<file path="src/rtl/mdio_pkg.sv">
package mdio_pkg;

    // Register word indices; the bus decodes these.
    localparam int          REG_AW   = 4;
    localparam logic [3:0]  OFS_CFG  = 4'd12;
    localparam logic [3:0]  OFS_CTL  = 4'd13;
    localparam logic [3:0]  OFS_DATA = 4'd14;
    localparam logic [3:0]  OFS_ADDR = 4'd15;

    // Configuration word fields
    localparam int CFG_BUSY_BIT = 0;
    localparam int CFG_RERR_BIT = 1;
    localparam int CFG_NOPRE_BIT = 5;
    localparam int CFG_EXT_BIT  = 6;
    localparam int CFG_DIV_LSB  = 7;

    // Control word fields
    localparam int CTL_DEV_LSB  = 0;
    localparam int CTL_PORT_LSB = 5;
    localparam int CTL_RD_BIT   = 15;

    // Frame geometry
    localparam int FIELD_W   = 5;
    localparam int PAYLOAD_W = 16;
    localparam int PRE_LEN   = 32;
    localparam int FRAME_LEN = 32;
    localparam int TA0_POS   = 14;
    localparam int TA1_POS   = 15;
    localparam int DATA_POS  = 16;

    typedef enum logic [1:0] {
        FK_ADDR  = 2'd0,
        FK_WRITE = 2'd1,
        FK_READ  = 2'd2
    } frame_kind_e;

    typedef struct packed {
        frame_kind_e            kind;
        logic                   ext;
        logic                   no_pre;
        logic [FIELD_W-1:0]     port;
        logic [FIELD_W-1:0]     dev;
        logic [PAYLOAD_W-1:0]   payload;
    } frame_req_t;

    function automatic logic [1:0] start_code(input logic ext);
        return ext ? 2'b00 : 2'b01;
    endfunction

    function automatic logic [1:0] op_code(input frame_kind_e kind, input logic ext);
        logic [1:0] op;
        case (kind)
            FK_ADDR:  op = 2'b00;
            FK_WRITE: op = 2'b01;
            default:  op = ext ? 2'b11 : 2'b10;
        endcase
        return op;
    endfunction

    // 32 frame bits after the preamble, first bit sent in bit 31.
    function automatic logic [FRAME_LEN-1:0] frame_bits(input frame_req_t r);
        logic [1:0]           ta;
        logic [PAYLOAD_W-1:0] pl;
        ta = (r.kind == FK_READ) ? 2'b11 : 2'b10;
        pl = (r.kind == FK_READ) ? '1 : r.payload;
        return {start_code(r.ext), op_code(r.kind, r.ext), r.port, r.dev, ta, pl};
    endfunction

endpackage

</file>
<file path="src/rtl/mdio_clkgen.sv">
module mdio_clkgen #(
    parameter int DIV_W = 9
) (
    input  logic             clk,
    input  logic             rst,
    input  logic             run,
    input  logic [DIV_W-1:0] div,
    output logic             mdc,
    output logic             rise_stb,
    output logic             fall_stb
);
    localparam int CNT_W = DIV_W + 1;

    logic [CNT_W-1:0] cnt_q;
    logic [CNT_W-1:0] half_pt;
    logic [CNT_W-1:0] full_pt;

    assign half_pt  = {1'b0, div};
    assign full_pt  = {div, 1'b0};
    assign rise_stb = run && (cnt_q == half_pt);
    assign fall_stb = run && (cnt_q == full_pt);

    always_ff @(posedge clk) begin
        if (rst || !run) begin
            cnt_q <= '0;
            mdc   <= 1'b0;
        end else if (fall_stb) begin
            cnt_q <= '0;
            mdc   <= 1'b0;
        end else begin
            cnt_q <= cnt_q + 1'b1;
            if (rise_stb)
                mdc <= 1'b1;
        end
    end
endmodule

</file>
<file path="src/rtl/mdio_seq.sv">
module mdio_seq
    import mdio_pkg::*;
(
    input  logic                 clk,
    input  logic                 rst,
    input  logic                 start,
    input  frame_req_t           req,
    input  logic                 rise_stb,
    input  logic                 fall_stb,
    input  logic                 mdio_i,
    output logic                 busy,
    output logic                 mdio_o,
    output logic                 mdio_oe,
    output logic                 rd_done,
    output logic [PAYLOAD_W-1:0] rd_data,
    output logic                 ta_bad
);
    localparam int SH_W  = PRE_LEN + FRAME_LEN;
    localparam int BIT_W = $clog2(SH_W);
    localparam int FI_W  = $clog2(FRAME_LEN);

    logic                 busy_q;
    logic [SH_W-1:0]      sh_q;
    logic [BIT_W-1:0]     bit_q;
    logic                 rd_q;
    logic                 nopre_q;
    logic [PAYLOAD_W-1:0] cap_q;
    logic                 ta_bad_q;

    logic             in_frame;
    logic [FI_W-1:0]  fidx;
    logic             last_bit;
    logic             released;
    logic [FRAME_LEN-1:0] fbits;

    assign fbits    = frame_bits(req);
    assign in_frame = nopre_q | bit_q[BIT_W-1];
    assign fidx     = bit_q[FI_W-1:0];
    assign last_bit = nopre_q ? (bit_q == BIT_W'(FRAME_LEN - 1)) : (bit_q == BIT_W'(SH_W - 1));
    assign released = rd_q && in_frame && (fidx >= FI_W'(TA0_POS));

    always_ff @(posedge clk) begin
        if (rst) begin
            busy_q   <= 1'b0;
            sh_q     <= '0;
            bit_q    <= '0;
            rd_q     <= 1'b0;
            nopre_q  <= 1'b0;
            cap_q    <= '0;
            ta_bad_q <= 1'b0;
        end else if (start && !busy_q) begin
            busy_q   <= 1'b1;
            bit_q    <= '0;
            sh_q     <= req.no_pre ? {fbits, {PRE_LEN{1'b0}}} : {{PRE_LEN{1'b1}}, fbits};
            rd_q     <= (req.kind == FK_READ);
            nopre_q  <= req.no_pre;
            cap_q    <= '0;
            ta_bad_q <= 1'b0;
        end else if (busy_q) begin
            if (rise_stb && rd_q && in_frame) begin
                if (fidx == FI_W'(TA1_POS))
                    ta_bad_q <= mdio_i;
                if (fidx >= FI_W'(DATA_POS))
                    cap_q <= {cap_q[PAYLOAD_W-2:0], mdio_i};
            end
            if (fall_stb) begin
                if (last_bit) begin
                    busy_q <= 1'b0;
                end else begin
                    bit_q <= bit_q + 1'b1;
                    sh_q  <= {sh_q[SH_W-2:0], 1'b0};
                end
            end
        end
    end

    assign busy    = busy_q;
    assign mdio_o  = busy_q & sh_q[SH_W-1];
    assign mdio_oe = busy_q & ~released;
    assign rd_done = busy_q & fall_stb & last_bit & rd_q;
    assign rd_data = cap_q;
    assign ta_bad  = ta_bad_q;
endmodule

</file>
<file path="src/rtl/mdio_regs.sv">
module mdio_regs
    import mdio_pkg::*;
#(
    parameter int DIV_W     = 9,
    parameter int DIV_MIN   = 5,
    parameter int DIV_RESET = 5
) (
    input  logic                 clk,
    input  logic                 rst,
    input  logic                 bus_wen,
    input  logic [REG_AW-1:0]    bus_addr,
    input  logic [31:0]          bus_wdata,
    output logic [31:0]          bus_rdata,
    input  logic                 busy,
    input  logic                 rd_done,
    input  logic [PAYLOAD_W-1:0] rd_data,
    input  logic                 ta_bad,
    output logic                 start,
    output frame_req_t           req,
    output logic [DIV_W-1:0]     div
);
    localparam logic [DIV_W-1:0] DIV_LO  = DIV_W'(DIV_MIN);
    localparam logic [DIV_W-1:0] DIV_RST = DIV_W'(DIV_RESET);

    logic                 ext_q;
    logic                 nopre_q;
    logic                 rerr_q;
    logic [DIV_W-1:0]     div_q;
    logic [FIELD_W-1:0]   port_q;
    logic [FIELD_W-1:0]   dev_q;
    logic [PAYLOAD_W-1:0] data_q;
    logic [PAYLOAD_W-1:0] addr_q;

    logic                 acc;
    logic                 go_rd, go_wr, go_ad;
    logic [DIV_W-1:0]     div_in;
    logic                 unused_hi;

    assign unused_hi = ^bus_wdata[31:16];
    assign acc    = bus_wen && !busy;
    assign go_rd  = acc && (bus_addr == OFS_CTL) && bus_wdata[CTL_RD_BIT];
    assign go_wr  = acc && (bus_addr == OFS_DATA);
    assign go_ad  = acc && (bus_addr == OFS_ADDR) && ext_q;
    assign start  = go_rd | go_wr | go_ad;
    assign div_in = bus_wdata[CFG_DIV_LSB +: DIV_W];
    assign div    = div_q;

    always_comb begin
        req.ext     = ext_q;
        req.no_pre  = nopre_q;
        req.payload = bus_wdata[PAYLOAD_W-1:0];
        if (go_rd) begin
            req.kind = FK_READ;
            req.port = bus_wdata[CTL_PORT_LSB +: FIELD_W];
            req.dev  = bus_wdata[CTL_DEV_LSB +: FIELD_W];
        end else begin
            req.kind = go_wr ? FK_WRITE : FK_ADDR;
            req.port = port_q;
            req.dev  = dev_q;
        end
    end

    always_ff @(posedge clk) begin
        if (rst) begin
            ext_q   <= 1'b0;
            nopre_q <= 1'b0;
            rerr_q  <= 1'b0;
            div_q   <= DIV_RST;
            port_q  <= '0;
            dev_q   <= '0;
            data_q  <= '0;
            addr_q  <= '0;
        end else begin
            if (acc) begin
                case (bus_addr)
                    OFS_CFG: begin
                        ext_q   <= bus_wdata[CFG_EXT_BIT];
                        nopre_q <= bus_wdata[CFG_NOPRE_BIT];
                        div_q   <= (div_in < DIV_LO) ? DIV_LO : div_in;
                    end
                    OFS_CTL: begin
                        port_q <= bus_wdata[CTL_PORT_LSB +: FIELD_W];
                        dev_q  <= bus_wdata[CTL_DEV_LSB +: FIELD_W];
                    end
                    OFS_DATA: data_q <= bus_wdata[PAYLOAD_W-1:0];
                    OFS_ADDR: addr_q <= bus_wdata[PAYLOAD_W-1:0];
                    default: ;
                endcase
            end
            if (rd_done) begin
                data_q <= rd_data;
                rerr_q <= ta_bad;
            end else if (go_rd) begin
                rerr_q <= 1'b0;
            end
        end
    end

    always_comb begin
        bus_rdata = '0;
        case (bus_addr)
            OFS_CFG: begin
                bus_rdata[CFG_BUSY_BIT]              = busy;
                bus_rdata[CFG_RERR_BIT]              = rerr_q;
                bus_rdata[CFG_NOPRE_BIT]             = nopre_q;
                bus_rdata[CFG_EXT_BIT]               = ext_q;
                bus_rdata[CFG_DIV_LSB +: DIV_W]      = div_q;
            end
            OFS_CTL: begin
                bus_rdata[CTL_PORT_LSB +: FIELD_W]   = port_q;
                bus_rdata[CTL_DEV_LSB +: FIELD_W]    = dev_q;
            end
            OFS_DATA: bus_rdata[PAYLOAD_W-1:0] = data_q;
            OFS_ADDR: bus_rdata[PAYLOAD_W-1:0] = addr_q;
            default: ;
        endcase
    end
endmodule

</file>
<file path="src/rtl/mdio_mgmt_master.sv">
module mdio_mgmt_master
    import mdio_pkg::*;
#(
    parameter int DIV_W     = 9,
    parameter int DIV_MIN   = 5,
    parameter int DIV_RESET = 5
) (
    input  logic        clk,
    input  logic        rst,
    input  logic        bus_wen,
    input  logic [3:0]  bus_addr,
    input  logic [31:0] bus_wdata,
    output logic [31:0] bus_rdata,
    output logic        mdc,
    output logic        mdio_o,
    output logic        mdio_oe,
    input  logic        mdio_i
);
    logic                 busy_w;
    logic                 start_w;
    frame_req_t           req_w;
    logic [DIV_W-1:0]     div_w;
    logic                 rise_w, fall_w;
    logic                 rd_done_w;
    logic [PAYLOAD_W-1:0] rd_data_w;
    logic                 ta_bad_w;

    mdio_regs #(
        .DIV_W     (DIV_W),
        .DIV_MIN   (DIV_MIN),
        .DIV_RESET (DIV_RESET)
    ) u_regs (
        .clk       (clk),
        .rst       (rst),
        .bus_wen   (bus_wen),
        .bus_addr  (bus_addr),
        .bus_wdata (bus_wdata),
        .bus_rdata (bus_rdata),
        .busy      (busy_w),
        .rd_done   (rd_done_w),
        .rd_data   (rd_data_w),
        .ta_bad    (ta_bad_w),
        .start     (start_w),
        .req       (req_w),
        .div       (div_w)
    );

    mdio_clkgen #(
        .DIV_W (DIV_W)
    ) u_clk (
        .clk      (clk),
        .rst      (rst),
        .run      (busy_w),
        .div      (div_w),
        .mdc      (mdc),
        .rise_stb (rise_w),
        .fall_stb (fall_w)
    );

    mdio_seq u_seq (
        .clk      (clk),
        .rst      (rst),
        .start    (start_w),
        .req      (req_w),
        .rise_stb (rise_w),
        .fall_stb (fall_w),
        .mdio_i   (mdio_i),
        .busy     (busy_w),
        .mdio_o   (mdio_o),
        .mdio_oe  (mdio_oe),
        .rd_done  (rd_done_w),
        .rd_data  (rd_data_w),
        .ta_bad   (ta_bad_w)
    );
endmodule

</file>
<file path="config.mk">
export PLATFORM = sky130hd
export DESIGN_NAME = mdio_mgmt_master
export DESIGN_NICKNAME = d
export VERILOG_FILES = /design/src/rtl/mdio_pkg.sv /design/src/rtl/mdio_clkgen.sv /design/src/rtl/mdio_seq.sv /design/src/rtl/mdio_regs.sv /design/src/rtl/mdio_mgmt_master.sv
export SDC_FILE = /design/constraint.sdc
export NUM_CORES = 1
export LEC_CHECK = 0
export ABC_CLOCK_PERIOD_IN_PS = 7220
export BUFFER_PORTS_ARGS = -buffer_cell sky130_fd_sc_hd__buf_2
export CORE_MARGIN = 5
export CORE_UTILIZATION = 30
export DETAILED_ROUTE_END_ITERATION = 16
export GPL_TIMING_DRIVEN = 0
export SYNTH_ARGS = -nofsm -noshare
export SYNTH_HDL_FRONTEND = slang
export SYNTH_SLANG_ARGS = --single-unit
</file>
<file path="constraint.sdc">
create_clock -name clk -period 7.22 [get_ports clk]
set_input_delay 1.805 -clock clk [delete_from_list [all_inputs] [get_ports clk]]
set_output_delay 1.805 -clock clk [all_outputs]
set_load 0.02 [all_outputs]
</file>
==> qor.yml <==
global_routing:
  grt_max_degree: 17
  gr-usage-all-layers: 0.166
  grt_pass1_wl_um: 37700
  first_global_vias: 6460
  antenna_found_initial: 0
  grt.overflow.total: 0
worst_setup_path:
  crit_chain: "clkbuf_1, buf_1, buf_2, mux2i_1, nor2_1, a21oi_1, nor2_1, buf_2"
  start_kind: "primary input"
  r2r_setup_slack_ns: 4.69
  setup.worst_path.start: "bus_addr[0]"
  arrival_ns: 3.66
  crit_type: "primary input to output pin"
  critical_path.endpoint: "bus_rdata[2]"
  cp_data_required_time_ns: 5.41
  reg2reg_depth: 7
  crit_slowest_cell: "buf_1"
  critPathMaxFanout: 10
  rr_startpoint: "u_seq.busy"
  cp_slowest_stage_delay_ns: 0.48
  endpoint_kind: "output pin"
  r2r_end: "u_seq.rd_data[15]"
clock_network:
  clock_sinks: 155
  clk_latency_ns: 0.43
  numCtsBuffers: 17
  ctsHoldBuffers: 0
  h-tree-depth: 4
  cts_tree: "yes"
  cts.clk_slew.worst_paths_ns: 0.06
  cts-root-buf: "clkbuf_16"
  post_cts_buffers: 0
  ctsResizeCount: 0
  clockBufferDepth: 2
place:
  gp_congestion: 0.946
  detailed_place.area_um2: 8500
  dp.cells: 1322
  dpl_worst_slack_ns: 1.78
  hpwl_um: 17700
  portBuffers: 34
power_and_ir_drop:
  power.share.switching: 0.257
  clkPwrFrac: 0.468
  pwr-share-comb: 0.079
  p_sw_w: 0.000502
  p_int_w: 0.00145
  powerDensity_nw_per_um2: 214
  peakVddDrop_mv: 0.157
  seq_power_share: 0.453
  power.leakage_nw: 3.26
detailed_routing:
  ant_nets: 0
  routed_wl_um: 24300
  drt-pass1-iter-count: 5
  num_vias: 6997
  vias_per_cell: 5.16
  wl_per_cell_um: 18.0
  drtIter0Drc: 573
  drc: 0
die:
  core-area_um2: 25900
  rows: 59
  io-pin-count: 75
  die-area_um2: 29500
  die_width_um: 172
  start_util: 0.303
  die_h_um: 172
min_path:
  min_path_type: "flop to flop"
synthesis:
  async_flop_share: 0
  syn_area_um2: 7850
  syn_area_per_cell_um2: 8.37
  synth_seq_area_share: 0.395
  synth_ff_type: "dfxtp_1"
  synth-edff-count: 0
  ys_ff_latch: 155
  synth_warnings: 0
  synth_cell_types: 54
  netlist_instances: 938
cells_and_area:
  n_fill_cell: 2680
  multi_input_area_um2: 4200
  nets: 1050
  drive_gt1_frac: 0.135
  final_cells: 1355
  postLayoutCellArea_um2: 9100
  synthToLayoutAreaGrowth_pct: 15.9
  ff_latch_area_um2: 3100
timing:
  setup_ws_ns: 1.75
  relSlewSlack: 0.457
  finalCritPeriodShare: 0.757
  hold_viol: 0
  tns_ns: 0
  timing.fmax_mhz: 183
  rsz0062_at_grt: "false"
  worst_pin_slew_ns: 0.814
  finClkSkew_ns: 0.00901
  fin_crit_ns: 5.47
  finalMaxSlewViolations: 0
  finalSetupViolCount: 0
run_status:
  outcome: "complete, no violations"
job:
  drv_cap: 0
[metal layers]
metal	track usage	vias to the layer above	wire length [um]
li1	-	3387	-
met1	0.224	3309	10900
met2	0.259	248	11000
met3	0.0306	53	1470
met4	0.0731	0	890
met5	0	-	0
[power groups by stage]
stage / clock network [W] / logic, W / registers (W)
3_3_place_gp: 0 / 0.000150 / 0.000903
3_5_place_dp: 0 / 0.000151 / 0.000903
6_report: 0.000913 / 0.000153 / 0.000884
4_1_cts: 0.000926 / 0.000152 / 0.000884
5_1_grt: 0.000964 / 0.000165 / 0.000885
2_1_floorplan: 0 / 0.000103 / 0.000899
[critical path, delay by kind of cell]
family / cells / cell delay [ns]
multiplexers: 1 / 0.26
buffers and inverters: 4 / 1.31
AND/OR/NAND/NOR: 2 / 0.14
AO/OA/AOI/OAI: 1 / 0.14
[cells in the final DEF (no fill, tap or decap), drive strengths merged, types with 5 or more instances in the layout]
| master | n |
|---|---|
| a31oi | 13 |
| xnor2 | 15 |
| nand4 | 6 |
| nand3 | 29 |
| o21ai | 22 |
| a21oi | 87 |
| inv | 30 |
| nor2b | 9 |
| mux2i | 63 |
| a22o | 10 |
| and3 | 5 |
| nand2b | 19 |
| buf | 77 |
| dfxtp | 155 |
| nor2 | 94 |
| nand2 | 129 |
| conb | 16 |
| clkbuf | 74 |
| nor3 | 20 |
| o32ai | 25 |
| mux4 | 7 |
| a211oi | 46 |
| xor2 | 12 |
[cell usage after synthesis (all sizes together) (4+ instances only)]
master,count,area share
a211oi,46,0.044
and3,5,0.0040
inv,25,0.012
buf,43,0.038
nand2,129,0.062
ha,4,0.0064
o21ai,22,0.014
xor2,12,0.013
nand4,6,0.0048
mux2i,63,0.080
o21a,4,0.0038
nor3,20,0.013
a21oi,87,0.055
nor2,94,0.048
nand2b,19,0.015
a31oi,13,0.010
xnor2,15,0.017
o32ai,25,0.035
a22o,10,0.011
clkbuf,56,0.027
dfxtp,155,0.40
and2,4,0.0032
nor2b,9,0.0072
mux4,7,0.020
nand3,29,0.018
[flip-flops by register name (all words and copies together) (netlist names)]
signal and cells:
u_regs.div 9, u_seq.sh_q 64, u_seq.rd_data 16, u_regs.ext_q 1, u_regs.addr_q 16, u_regs.data_q 16, u_seq.nopre_q 1, u_seq.busy 1
u_regs.nopre_q 1, u_clk.cnt_q 10, u_regs.rerr_q 1, u_seq.ta_bad 1, u_seq.bit_q 6, u_clk.mdc 1, u_seq.rd_q 1, u_regs.dev_q 5
u_regs.port_q 5
[layout make-up]
| cell class | instances | area share |
|---|---|---|
| timing repair buffer | 34 | 0.0187 |
| clock inverter | 14 | 0.0176 |
| buffer | 99 | 0.0560 |
| clock buffer | 18 | 0.0483 |
| sequential | 155 | 0.341 |
| tap | 335 | 0.0461 |
| multi-input combinational | 674 | 0.462 |
| antenna | 1 | 0.000275 |
| inverter | 25 | 0.0103 |
[how the worst min path moves through the flow]
stage                          start          endpoint  slack [ns]  cells past startpoint
floorplan             u_seq.sh_q[31]    u_seq.sh_q[31]        0.43                      2
global placement    u_regs.addr_q[1]  u_regs.addr_q[1]        0.44                      2
detailed placement  u_regs.addr_q[1]  u_regs.addr_q[1]        0.45                      2
CTS                 u_regs.addr_q[1]  u_regs.addr_q[1]        0.45                      2
global route          u_seq.sh_q[31]    u_seq.sh_q[31]        0.46                      2
finish              u_regs.addr_q[1]  u_regs.addr_q[1]        0.45                      2
[cell families after synthesis]
logic type / count (synthesis) / synth area share
DFF: 155 / 0.395
other: 1 / 0.000478
adders and majority gates: 4 / 0.00637
buffers and inverters: 124 / 0.0768
xor gates and xnor gates: 27 / 0.0301
AOI/OAI and AO/OA: 223 / 0.190
and+or+nand+nor: 334 / 0.200
muxes: 70 / 0.100
[stage by stage]
stage	total power, W	hold WS [ns]	utilization
floorplan	0.00100	0.432	-
global placement	0.00105	0.441	0.328
detailed placement	0.00105	0.446	0.328
CTS	0.00196	0.455	0.351
global route	0.00201	0.464	0.351
finish	0.00195	0.455	0.351
Note: power is estimated with default switching activity, not from simulation.
